[config.mk]
export PLATFORM = sky130hd
export DESIGN_NAME = loop_breaker
export DESIGN_NICKNAME = d
export VERILOG_FILES = /design/src/rtl/lb_pkg.sv /design/src/rtl/lb_span_timer.sv /design/src/rtl/lb_run_track.sv /design/src/rtl/lb_ext_oneshot.sv /design/src/rtl/loop_breaker.sv
export SDC_FILE = /design/constraint.sdc
export NUM_CORES = 1
export LEC_CHECK = 0
export BUFFER_PORTS_ARGS = -buffer_cell sky130_fd_sc_hd__buf_4
export CORE_MARGIN = 5
export CORE_UTILIZATION = 60
export CTS_BUF_LIST = sky130_fd_sc_hd__clkbuf_16
export CTS_CLUSTER_SIZE = 16
export DETAILED_ROUTE_END_ITERATION = 12
export HOLD_SLACK_MARGIN = 0.1
export PLACE_DENSITY = 0.79
export SKIP_LAST_GASP = 1
export SYNTH_ARGS = -nofsm -noshare
export SYNTH_HDL_FRONTEND = slang
export SYNTH_SLANG_ARGS = --single-unit
[constraint.sdc]
create_clock -name clk -period 4.01 [get_ports clk]
set_input_delay 0.2005 -clock clk [delete_from_list [all_inputs] [get_ports clk]]
set_output_delay 0.2005 -clock clk [all_outputs]
set_load 0.005 [all_outputs]
[src/rtl/lb_pkg.sv]
package lb_pkg;
  localparam int DEF_TOL_MS  = 32;
  localparam int DEF_MATCH_N = 16;
  localparam int DEF_MAX_MS  = 2000;
  localparam int DEF_EXT_MS  = 500;

  typedef enum logic [1:0] {
    DEC_IDLE,
    DEC_SEED,
    DEC_MATCH,
    DEC_BREAK
  } run_dec_e;
endpackage

[src/rtl/lb_span_timer.sv]
module lb_span_timer #(
  parameter int TW = 11
) (
  input  logic          clk,
  input  logic          rst,
  input  logic          tick,
  input  logic          start,
  input  logic          stop,
  input  logic          abort,
  output logic          cap_v,
  output logic [TW-1:0] cap_val
);
  localparam logic [TW-1:0] CNT_TOP = '1;

  logic          armed;
  logic [TW-1:0] cnt;

  always_ff @(posedge clk) begin
    if (rst) begin
      armed   <= 1'b0;
      cnt     <= '0;
      cap_v   <= 1'b0;
      cap_val <= '0;
    end else begin
      cap_v <= 1'b0;
      if (abort) begin
        armed <= 1'b0;
      end else begin
        if (stop && armed) begin
          cap_v   <= 1'b1;
          cap_val <= cnt;
          armed   <= 1'b0;
        end
        if (start) begin
          armed <= 1'b1;
          cnt   <= '0;
        end else if (armed && tick && cnt != CNT_TOP) begin
          cnt <= cnt + 1'b1;
        end
      end
    end
  end
endmodule

[src/rtl/lb_run_track.sv]
module lb_run_track
  import lb_pkg::*;
#(
  parameter int TW      = 11,
  parameter int CW      = 5,
  parameter int TOL_MS  = 32,
  parameter int MATCH_N = 16
) (
  input  logic          clk,
  input  logic          rst,
  input  logic          abort,
  input  logic          hold,
  input  logic          cap_v,
  input  logic [TW-1:0] cap_val,
  output logic          hit
);
  localparam logic [CW-1:0] LAST_CNT = CW'(MATCH_N - 1);
  localparam logic [TW:0]   TOL_W    = (TW+1)'(TOL_MS);

  logic          ref_v;
  logic [TW-1:0] ref_val;
  logic [CW-1:0] cnt;
  logic [TW:0]   diff;
  run_dec_e      dec;

  always_comb begin
    if (cap_val >= ref_val) diff = {1'b0, cap_val} - {1'b0, ref_val};
    else                    diff = {1'b0, ref_val} - {1'b0, cap_val};
  end

  always_comb begin
    dec = DEC_IDLE;
    if (cap_v && !hold) begin
      if (!ref_v)              dec = DEC_SEED;
      else if (diff <= TOL_W)  dec = DEC_MATCH;
      else                     dec = DEC_BREAK;
    end
  end

  always_ff @(posedge clk) begin
    if (rst) begin
      ref_v   <= 1'b0;
      ref_val <= '0;
      cnt     <= '0;
      hit     <= 1'b0;
    end else if (abort) begin
      ref_v <= 1'b0;
      cnt   <= '0;
      hit   <= 1'b0;
    end else begin
      hit <= 1'b0;
      unique case (dec)
        DEC_SEED: begin
          ref_v   <= 1'b1;
          ref_val <= cap_val;
          cnt     <= '0;
        end
        DEC_MATCH: begin
          if (cnt == LAST_CNT) begin
            hit   <= 1'b1;
            ref_v <= 1'b0;
            cnt   <= '0;
          end else begin
            cnt <= cnt + 1'b1;
          end
        end
        DEC_BREAK: begin
          ref_v <= 1'b0;
          cnt   <= '0;
        end
        default: ;
      endcase
    end
  end
endmodule

[src/rtl/lb_ext_oneshot.sv]
module lb_ext_oneshot #(
  parameter int EW     = 9,
  parameter int EXT_MS = 500
) (
  input  logic          clk,
  input  logic          rst,
  input  logic          hit,
  input  logic          v_pace,
  output logic          confirmed,
  output logic          ext_cmd,
  output logic [EW-1:0] ext_ms
);
  localparam logic [EW-1:0] EXT_VAL = EW'(EXT_MS);

  logic used;

  always_ff @(posedge clk) begin
    if (rst) begin
      confirmed <= 1'b0;
      used      <= 1'b0;
      ext_cmd   <= 1'b0;
      ext_ms    <= '0;
    end else begin
      if (hit) confirmed <= 1'b1;
      if (v_pace && confirmed && !used) begin
        ext_cmd <= 1'b1;
        ext_ms  <= EXT_VAL;
        used    <= 1'b1;
      end else begin
        ext_cmd <= 1'b0;
        ext_ms  <= '0;
      end
    end
  end
endmodule

[src/rtl/loop_breaker.sv]
module loop_breaker
  import lb_pkg::*;
#(
  parameter int TOL_MS  = DEF_TOL_MS,
  parameter int MATCH_N = DEF_MATCH_N,
  parameter int MAX_MS  = DEF_MAX_MS,
  parameter int EXT_MS  = DEF_EXT_MS,
  localparam int TW = $clog2(MAX_MS + 1),
  localparam int CW = $clog2(MATCH_N + 1),
  localparam int EW = $clog2(EXT_MS + 1)
) (
  input  logic          clk,
  input  logic          rst,
  input  logic          tick_ms,
  input  logic          v_pace,
  input  logic          v_sense,
  input  logic          a_pace,
  input  logic          a_sense,
  input  logic          at_upper,
  output logic          loop_confirmed,
  output logic          arp_ext_cmd,
  output logic [EW-1:0] arp_ext_ms
);
  logic          run_abort;
  logic          cap_v;
  logic [TW-1:0] cap_val;
  logic          hit;

  assign run_abort = v_sense | a_pace | ~at_upper;

  lb_span_timer #(.TW(TW)) u_timer (
    .clk     (clk),
    .rst     (rst),
    .tick    (tick_ms),
    .start   (v_pace & ~loop_confirmed),
    .stop    (a_sense),
    .abort   (run_abort),
    .cap_v   (cap_v),
    .cap_val (cap_val)
  );

  lb_run_track #(
    .TW(TW), .CW(CW), .TOL_MS(TOL_MS), .MATCH_N(MATCH_N)
  ) u_track (
    .clk     (clk),
    .rst     (rst),
    .abort   (run_abort),
    .hold    (loop_confirmed),
    .cap_v   (cap_v),
    .cap_val (cap_val),
    .hit     (hit)
  );

  lb_ext_oneshot #(.EW(EW), .EXT_MS(EXT_MS)) u_ext (
    .clk       (clk),
    .rst       (rst),
    .hit       (hit),
    .v_pace    (v_pace),
    .confirmed (loop_confirmed),
    .ext_cmd   (arp_ext_cmd),
    .ext_ms    (arp_ext_ms)
  );
endmodule

### Yosys cells after proc, flatten, opt, wreduce, memory -nomap -nowiden

Cells that the tools add are included.

* register bits after elaboration: 54
* input bits: 8
* output and inout bits: 11
* logic and storage cells: 66

* add/subtract/negate cells: 4
* magnitude comparators: 2
* equal/unequal tests: 6
* mux-type cells: 16
* bitwise operators: 7
* reductions and logical operators: 19

Operators with widths (number)
* $sub A11 B11 Y12: 2
* $mux W11: 2
* $le A12 B6 Y1 const B: 1
* $mux W12: 1
* $add A11 B1 Y11 const B: 1
* $ge A11 B11 Y1: 1
* $ne A11 B11 Y1 const B: 1
* $pmux W5 S2: 1
* $mux W9: 1
* $reduce_and A2 Y1: 4
* $mux W1: 7
* $logic_and A1 B1 Y1: 6
* $reduce_bool A2 Y1: 3
* $add A5 B1 Y5 const B: 1
* $eq A5 B4 Y1 const B: 1
* $mux W5: 1
* $eq A2 B2 Y1 const B: 2
* $mux W2: 2
* $not A1 Y1: 4
* $reduce_or A2 Y1: 2
* $pmux W1 S3: 1
* $reduce_bool A3 Y1: 1
* $reduce_or A3 Y1: 1
* $eq A2 B1 Y1 const B: 1
* other kinds (4): 6

### Depth between registers and ports, before layout

Gate-level depths: netlist of run 1.

* depth after elaboration: 9
* gate-level depth with buffers: 13
* mapped depth without buffers: 11

### Hierarchy

From an unflattened synthesis of run 1, not the netlist that was laid out.

* cells, all modules: 373
* area, all modules: 3067.9 sq um

Modules (own cells, without submodules)
* lb_run_track: instances 1, cells an instance 235, area each 1781.7 sq um, sequential area each 360.3 sq um
* lb_span_timer: instances 1, cells an instance 117, area each 1109.8 sq um, sequential area each 480.5 sq um
* lb_ext_oneshot: instances 1, cells an instance 19, area each 161.4 sq um, sequential area each 60.1 sq um
* loop_breaker: instances 1, cells an instance 2, area each 15.0 sq um, sequential area each 0.0 sq um

### Worst setup path before layout of run 1

No wires, ideal clock.

* kind: reg-to-reg
* start: register u_timer.cap_val[10]
* end: register u_track.hit
* arrival: 3.062 ns
* required time: 3.922 ns
* slack: 0.860 ns
* stages on the path, launching flop included: 12
* buffers on the path: 1
* cell sequence: dfxtp_1 > inv_1 > ha_1 > bufbuf_16 > and3_2 > a221o_2 > nor2_4 > mux2_4 > or4_4 > a21oi_2 > nand2_1 > nor4_2

* word-level cells in the longest chain between the ends: 9

RTL lines
* start: declaration: line lb_span_timer.sv:11 `output logic [TW-1:0] cap_val`
* start signal: assignment: line lb_span_timer.sv:31 `cap_val <= cnt;`
* $sub A11 B11 Y12, or another cell as far along: line lb_run_track.sv:28 `else diff = {1'b0, ref_val} - {1'b0, cap_val};`
* $mux W12 (*): line lb_run_track.sv:27 `if (cap_val >= ref_val) diff = {1'b0, cap_val} - {1'b0, ref_val};`
* $le A12 B6 Y1 (*): line lb_run_track.sv:35 `else if (diff <= TOL_W) dec = DEC_MATCH;`
* $mux W1 (*): line lb_run_track.sv:35
* $mux W2 (*): line lb_run_track.sv:34 `if (!ref_v) dec = DEC_SEED;`
* $mux W2 (*): line lb_run_track.sv:33 `if (cap_v && !hold) begin`
* $eq A2 B2 Y1 (*): line lb_run_track.sv:52 `unique case (dec)`
* $not A1 Y1 (no line) (*)
* $reduce_or A3 Y1 (no line) (*)
* end signal: assignment: line lb_run_track.sv:49 `hit <= 1'b0;`
* end signal: assignment: line lb_run_track.sv:51 `hit <= 1'b0;`
* end signal: assignment: line lb_run_track.sv:60 `hit <= 1'b1;`
* end: declaration: line lb_run_track.sv:15 `output logic hit`

Every way passes the cells marked *; elsewhere a longest branch is shown, timed or not.
A chain may end at the register's enable or synchronous reset.

### Worst setup path after layout of run 1

* start: register u_timer.cap_val[5]
* end: register u_track.cnt[1]

* word-level cells in the longest chain between the ends: 9

RTL lines
* $sub A11 B11 Y12, or another cell as far along: line lb_run_track.sv:28
* $mux W12 (*): line lb_run_track.sv:27
* $le A12 B6 Y1 (*): line lb_run_track.sv:35
* $mux W1 (*): line lb_run_track.sv:35
* $mux W2 (*): line lb_run_track.sv:34
* $mux W2 (*): line lb_run_track.sv:33
* $eq A2 B1 Y1 or $eq A2 B2 Y1 (tied branches): line lb_run_track.sv:52
* $reduce_or A2 Y1 (no line)
* $pmux W5 S2 or $reduce_bool A2 Y1 (tied branches)
* end signal: assignment: line lb_run_track.sv:64 `cnt <= cnt + 1'b1;`
* end: declaration: line lb_run_track.sv:22 `logic [CW-1:0] cnt;`

Marks and branches as above.

==> results.toml, run 1 <==
[status]
outcome = "complete, no violations"

[critical_path]
worst-path-buf-inv = 1
worstPathRequired_ns = 4.23
cp_slowest_stage_delay_ns = 0.60
cp-end-kind = "flip-flop"
start_kind = "flip-flop"
cp_top_family = "compound AO/OA/AOI/OAI gates"
startpoint = "u_timer.cap_val[5]"
r2r_start = "u_timer.cap_val[5]"
cp_data_arrival_time_ns = 3.71
path_class = "reg -> reg"
path_max_fanout = 7
cpMostUsedCell = "o21ai_1"
cp_cell_sequence = "inv_1 > ha_1 > a21oi_1 > o21ai_1 > a221oi_2 > o211ai_1 > o31ai_1 > o2111ai_1 > a211oi_1 > nand3_1 > o21ai_1"
slowest_stage = "a211oi_1"

[clock_network]
cts_tree = "built"
clk_pin_slew_ns = 0.06
cts_root_buf = "clkbuf_16"
h-tree-depth = 2
post_cts_buffers = 0
hold_buffers = 0
cts.repair.resized = 0
clk_latency_ns = 0.28
cts_buffers = 5
clockBufferDepth = 2
clock-sinks = 45

[timing]
tightest_slew_ns = 0.724
rsz0062_at_grt = "false"
relSlewSlack_pct = 51.5
period_needed_ns = 3.50
finalHoldViolations = 0
fmax_ghz = 0.286
skew_ns = 0.00703
slew_viol_final = 0
setup_tns_ns = 0
setup_viol = 0
finalCritPeriodShare_pct = 87.2

[final_layout]
fin_area_um2 = 3180
nNetsFinal = 423
fill_cells = 446
area_delta_synth_final_pct = 3.42
drive_gt1_share_pct = 10.5
diodes = 0

[route]
vias_per_cell = 5.75
remaining_drc_errors = 0
ant_nets = 0
wl_per_cell_um = 13.2
firstDrtPassIters = 6
routed_wl_mm = 6.08
vias = 2657
drt_iter0_markers = 153

[placed_design]
gp_congestion = 0.912
hpwl_mm = 4.62
port_buffers = 15
dpl_cell_area_um2 = 3040

[grt]
grt_pass1_wl_mm = 10.4
grt_pass1_vias = 2417
grt_max_degree = 31
grt_use_total_pct = 19.4
grt_antenna_before_repair = 0
grt-ovfl-total = 0

[synthesis]
syn_area_um2 = 3070
avgSynthCellArea_um2 = 7.80
async_flop_share_pct = 0
synthCells = 394
ys_warn_count = 0
ys_seq_area_share_pct = 29.3
synth.distinct_cells = 59
ys_ff_latch = 45
synth-edff-count = 0
synthFlopType = "dfxtp_1"

[worst_hold_path]
worstHoldStart = "v_pace"
min_path_type = "in -> reg"

[die]
rows = 26
dieArea_um2 = 6650
initial_core_util_pct = 60.9
pin_count = 19
die-width_um = 81.6
die_height_um = 81.6
coreArea_um2 = 5040

[power]
power.leakage_nw = 1.17
max-vdd-ir-drop_uv = 176
cellPowerDensity_nw_per_um2 = 268
p_total_mw = 0.852

[job]
maxCapViolCount = 0
## cell usage after synthesis, types with 7 or more instances
cell	instances	area, µm²
buf_4	10	75.1
nor3_1	8	40.0
nand2_1	66	248
o211ai_1	7	52.6
a21oi_1	53	265
o21ai_0	14	70.1
xor2_1	7	61.3
ha_1	24	300
nand3_1	13	65.1
dfxtp_1	45	901
inv_1	28	105
clkbuf_1	9	33.8
nor2_1	24	90.1
## cells by family (layout without fill, tap and decap cells)
| group | count (synthesis) | in the layout | synth area share, % |
|---|---|---|---|
| AOI/OAI and AO/OA | 104 | 104 | 21.3 |
| xor gates and xnor gates | 11 | 11 | 3.14 |
| adders and majority gates | 24 | 24 | 9.77 |
| buffers and inverters | 56 | 52 | 11.6 |
| DFF | 45 | 45 | 29.3 |
| muxes | 3 | 3 | 1.14 |
| other | 1 | 3 | 0.122 |
| and+or+nand+nor | 150 | 150 | 23.7 |
## final timing paths
check                    end  slack, ns  depth (start not counted)
min reg2reg  u_ext.ext_ms[7]       0.42                          1
max reg2reg   u_track.cnt[1]       0.51                         11
max           u_track.cnt[1]       0.51                         11
min               u_ext.used       0.16                          3
## sequential cells by signal (all words and copies together) (netlist names)
signal           flops
u_ext.used           1
u_track.ref_v        1
u_track.hit          1
u_ext.ext_ms         1
u_timer.cap_v        1
u_track.cnt          5
u_timer.cnt         11
u_ext.confirmed      1
u_track.ref_val     11
u_timer.armed        1
u_timer.cap_val     11
## per-layer routing
| layer | share of wire (%) | GRT usage, % |
|---|---|---|
| met1 | 45 | 23.8 |
| met2 | 49 | 33.3 |
| met3 | 4.2 | 3.29 |
| met4 | 1.9 | 7.94 |
| met5 | 0 | 0 |
## through the flow
stage	hold slack, ns	std cells	setup slack (ns)	util, %
2_1_floorplan	0.328	396	0.860	-
3_3_place_gp	0.403	454	0.772	60.2
3_5_place_dp	0.407	454	0.607	60.2
4_1_cts	0.161	462	0.577	63.0
5_1_grt	0.185	462	0.146	63.0
6_report	0.165	462	0.513	63.0
## area by class of cell
type / instances / area (µm²) / area share, %
Clock buffer: 5 / 125 / 3.94
Clock inverter: 3 / 15.0 / 0.472
Sequential cell: 45 / 901 / 28.3
Tap cell: 70 / 87.6 / 2.76
Inverter: 28 / 105 / 3.31
Timing Repair Buffer: 16 / 120 / 3.78
Multi-Input combinational cell: 295 / 1820 / 57.4
## worst register-to-register path, cell delays in order, from the launching register on
cell	delay (ns)
dfxtp_1	0.37
inv_1	0.06
ha_1	0.38
a21oi_1	0.24
o21ai_1	0.14
a221oi_2	0.51
o211ai_1	0.18
o31ai_1	0.34
o2111ai_1	0.17
a211oi_1	0.60
nand3_1	0.24
o21ai_1	0.19
## layout by cell type, fill, tap and decap left out, types with 2 or more instances in the layout
| cell type | n |
|---|---|
| nor3b_1 | 2 |
| dfxtp_1 | 45 |
| mux2i_1 | 2 |
| o211ai_1 | 7 |
| inv_1 | 30 |
| buf_4 | 16 |
| nor2b_1 | 4 |
| nor3_1 | 8 |
| a21oi_1 | 53 |
| nor2_1 | 24 |
| ha_1 | 24 |
| nand4_1 | 6 |
| nand2_1 | 66 |
| o31ai_1 | 2 |
| o2111ai_1 | 3 |
| and2_1 | 6 |
| nand3_1 | 13 |
| or3_1 | 6 |
| o21ai_1 | 3 |
| a221oi_1 | 2 |
| xor2_1 | 7 |
| o21ai_0 | 14 |
| nand2b_1 | 4 |
| or2_2 | 2 |
| conb_1 | 3 |
| a311oi_1 | 2 |
| a31oi_1 | 3 |
| and3_2 | 2 |
| xnor2_1 | 4 |
| clkbuf_16 | 5 |
## power by group
group | internal (mW) | switching [mW] | leakage (nW)
clock | 0.226 | 0.161 | 0.0724
combinational | 0.00619 | 0.0112 | 0.739
sequential | 0.447 | 0.000193 | 0.362
total | 0.679 | 0.173 | 1.17
Note: power is estimated with default switching activity, not from simulation.
==> run 2: changes to the inputs <==
CORE_UTILIZATION = 61   (was 60)
PLACE_DENSITY = 0.8   (was 0.79)
==> run 2 against run 1 <==
Routed wire length is 1.9% lower. Critical endpoint is now u_track.hit. Hold slack better by 0.0085 ns. Combinational power about the same. Highest routed layer unchanged. Sequential share of layout area fell by 0.17 points. Global-route usage grew 0.11 points. Worst setup slack better by 0.17 ns. Clock power is 16% higher.
==> results.toml, run 2 (synthesis results as in run 1) <==
[status]
outcome = "complete, no violations"

[power]
switchingPower_mw = 0.172
cellPowerDensity_nw_per_um2 = 286
switching_share_pct = 18.8
p_comb_share_pct = 1.9
power.leakage_nw = 1.18
seqPwrFrac_pct = 48.9
max-vdd-ir-drop_uv = 241
clkPwrFrac_pct = 49.2
power.internal_mw = 0.743

[clock_network]
hold_buffers = 0
cts_buffers = 5
h-tree-depth = 2
clk_pin_slew_ns = 0.06
post_cts_buffers = 0
clock-sinks = 45
clk_latency_ns = 0.28
cts_root_buf = "clkbuf_16"
cts.repair.resized = 0
cts_tree = "built"
clockBufferDepth = 2

[timing]
finalHoldViolations = 0
setup_viol = 0
slew_viol_final = 0
period_needed_ns = 3.32
setup_tns_ns = 0
finalCritPeriodShare_pct = 82.9
rsz0062_at_grt = "false"
relSlewSlack_pct = 55.7
fmax_ghz = 0.301
skew_ns = 0.00626
tightest_slew_ns = 0.661
hold_ws_ns = 0.173

[route]
vias_per_cell = 5.65
routed_wl_mm = 5.97
wl_per_cell_um = 13.0
ant_nets = 0
firstDrtPassIters = 4
vias = 2592
remaining_drc_errors = 0
drt_iter0_markers = 164

[grt]
grt_busiest_layer = "met2"
grt_antenna_before_repair = 0
grt_pass1_vias = 2323
grt_pass1_wl_mm = 10.2
gr-usage-met1_pct = 25.2
grt_max_degree = 31
grt_use_total_pct = 19.5
grt_util_met2_pct = 31.9
met3_usage_pct = 4.32
grt-ovfl-total = 0

[placed_design]
hpwl_mm = 4.55
dp.cells = 451
port_buffers = 15
gp_congestion = 0.915
dpl_cell_area_um2 = 3030

[die]
initial_core_util_pct = 63.8
die-width_um = 81.0
pin_count = 19
coreArea_um2 = 4820
die_height_um = 81.0
rows = 25
dieArea_um2 = 6560

[worst_hold_path]
min_path_type = "in -> reg"

[final_layout]
area_delta_synth_final_pct = 4.03
biggestRegsByFlops = "u_timer.cap_val x11, u_timer.cnt x11, u_track.ref_val x11"
diodes = 0
drive_gt1_share_pct = 10.5
fill_cells = 414
final_common_cell = "nand2_1"
regArea_um2 = 901
fin_cells = 459
fin_area_um2 = 3200
multi_input_area_um2 = 1820
final_cell_mix = "nand2_1, a21oi_1, dfxtp_1"
nNetsFinal = 423

[critical_path]
cp_slowest_stage_delay_ns = 0.51
slowest_stage = "or4_4"
cp_cell_sequence = "inv_1 > ha_1 > a21oi_1 > o21ai_1 > a221o_2 > nor2_4 > mux2_4 > or4_4 > a21oi_2 > nand2_1 > nor4_2"
path_class = "reg -> reg"
worstPathRequired_ns = 4.21
cp_data_arrival_time_ns = 3.52
worst-path-buf-inv = 1
cp_top_family = "simple AND/OR/NAND/NOR gates"
cp-end-kind = "flip-flop"
path_max_fanout = 9
start_kind = "flip-flop"

[job]
maxCapViolCount = 0
==> run 2: cell type report <==
| cell class | instances | area share, % |
|---|---|---|
| tap | 67 | 2.62 |
| inverter | 28 | 3.29 |
| clock inverter | 3 | 1.17 |
| multi-input combinational | 295 | 57.1 |
| clock buffer | 5 | 3.91 |
| sequential | 45 | 28.2 |
| timing repair buffer | 16 | 3.76 |
==> run 2: power by group through the flow <==
| stage | logic, mW | registers (mW) | clock network [mW] |
|---|---|---|---|
| global route | 0.0197 | 0.447 | 0.483 |
| detailed placement | 0.0174 | 0.457 | 0 |
| finish | 0.0174 | 0.447 | 0.450 |
| floorplan | 0.0121 | 0.457 | 0 |
| CTS | 0.0174 | 0.447 | 0.459 |
| global placement | 0.0173 | 0.457 | 0 |
==> run 2: worst paths after layout <==
path | from | endpoint | slack (ns) | cells after the start
worst max register to register | u_timer.cap_val[7] | u_track.hit | 0.69 | 11
worst min-delay path | v_pace | u_ext.ext_ms[7] | 0.17 | 3
worst min register to register | u_ext.used | u_ext.ext_ms[7] | 0.43 | 1
worst max-delay path | u_timer.cap_val[7] | u_track.hit | 0.69 | 11
==> run 2: metrics by stage <==
step                      setup WS (ns)  utilization, %  total power [mW]
final                             0.687            66.4             0.915
after CTS                         0.693            66.4             0.924
after global routing              0.345            66.4             0.950
after floorplan                   0.860               -             0.469
after global placement            0.773            63.0             0.475
after detailed placement          0.706            63.0             0.475
==> run 2: routing by layer <==
metal | vias up | share of wire, %
met1 | 1189 | 46
li1 | 1338 | -
met4 | 0 | 2.1
met2 | 54 | 48
met3 | 11 | 4.1
met5 | - | 0
==> run 2: worst reg2reg max path: stages, from the launching register on <==
cell and delay, ns:
dfxtp_1 0.38, inv_1 0.06, ha_1 0.44, a21oi_1 0.18, o21ai_1 0.13, a221o_2 0.42, nor2_4 0.22, mux2_4 0.33
or4_4 0.51, a21oi_2 0.26, nand2_1 0.11, nor4_2 0.22
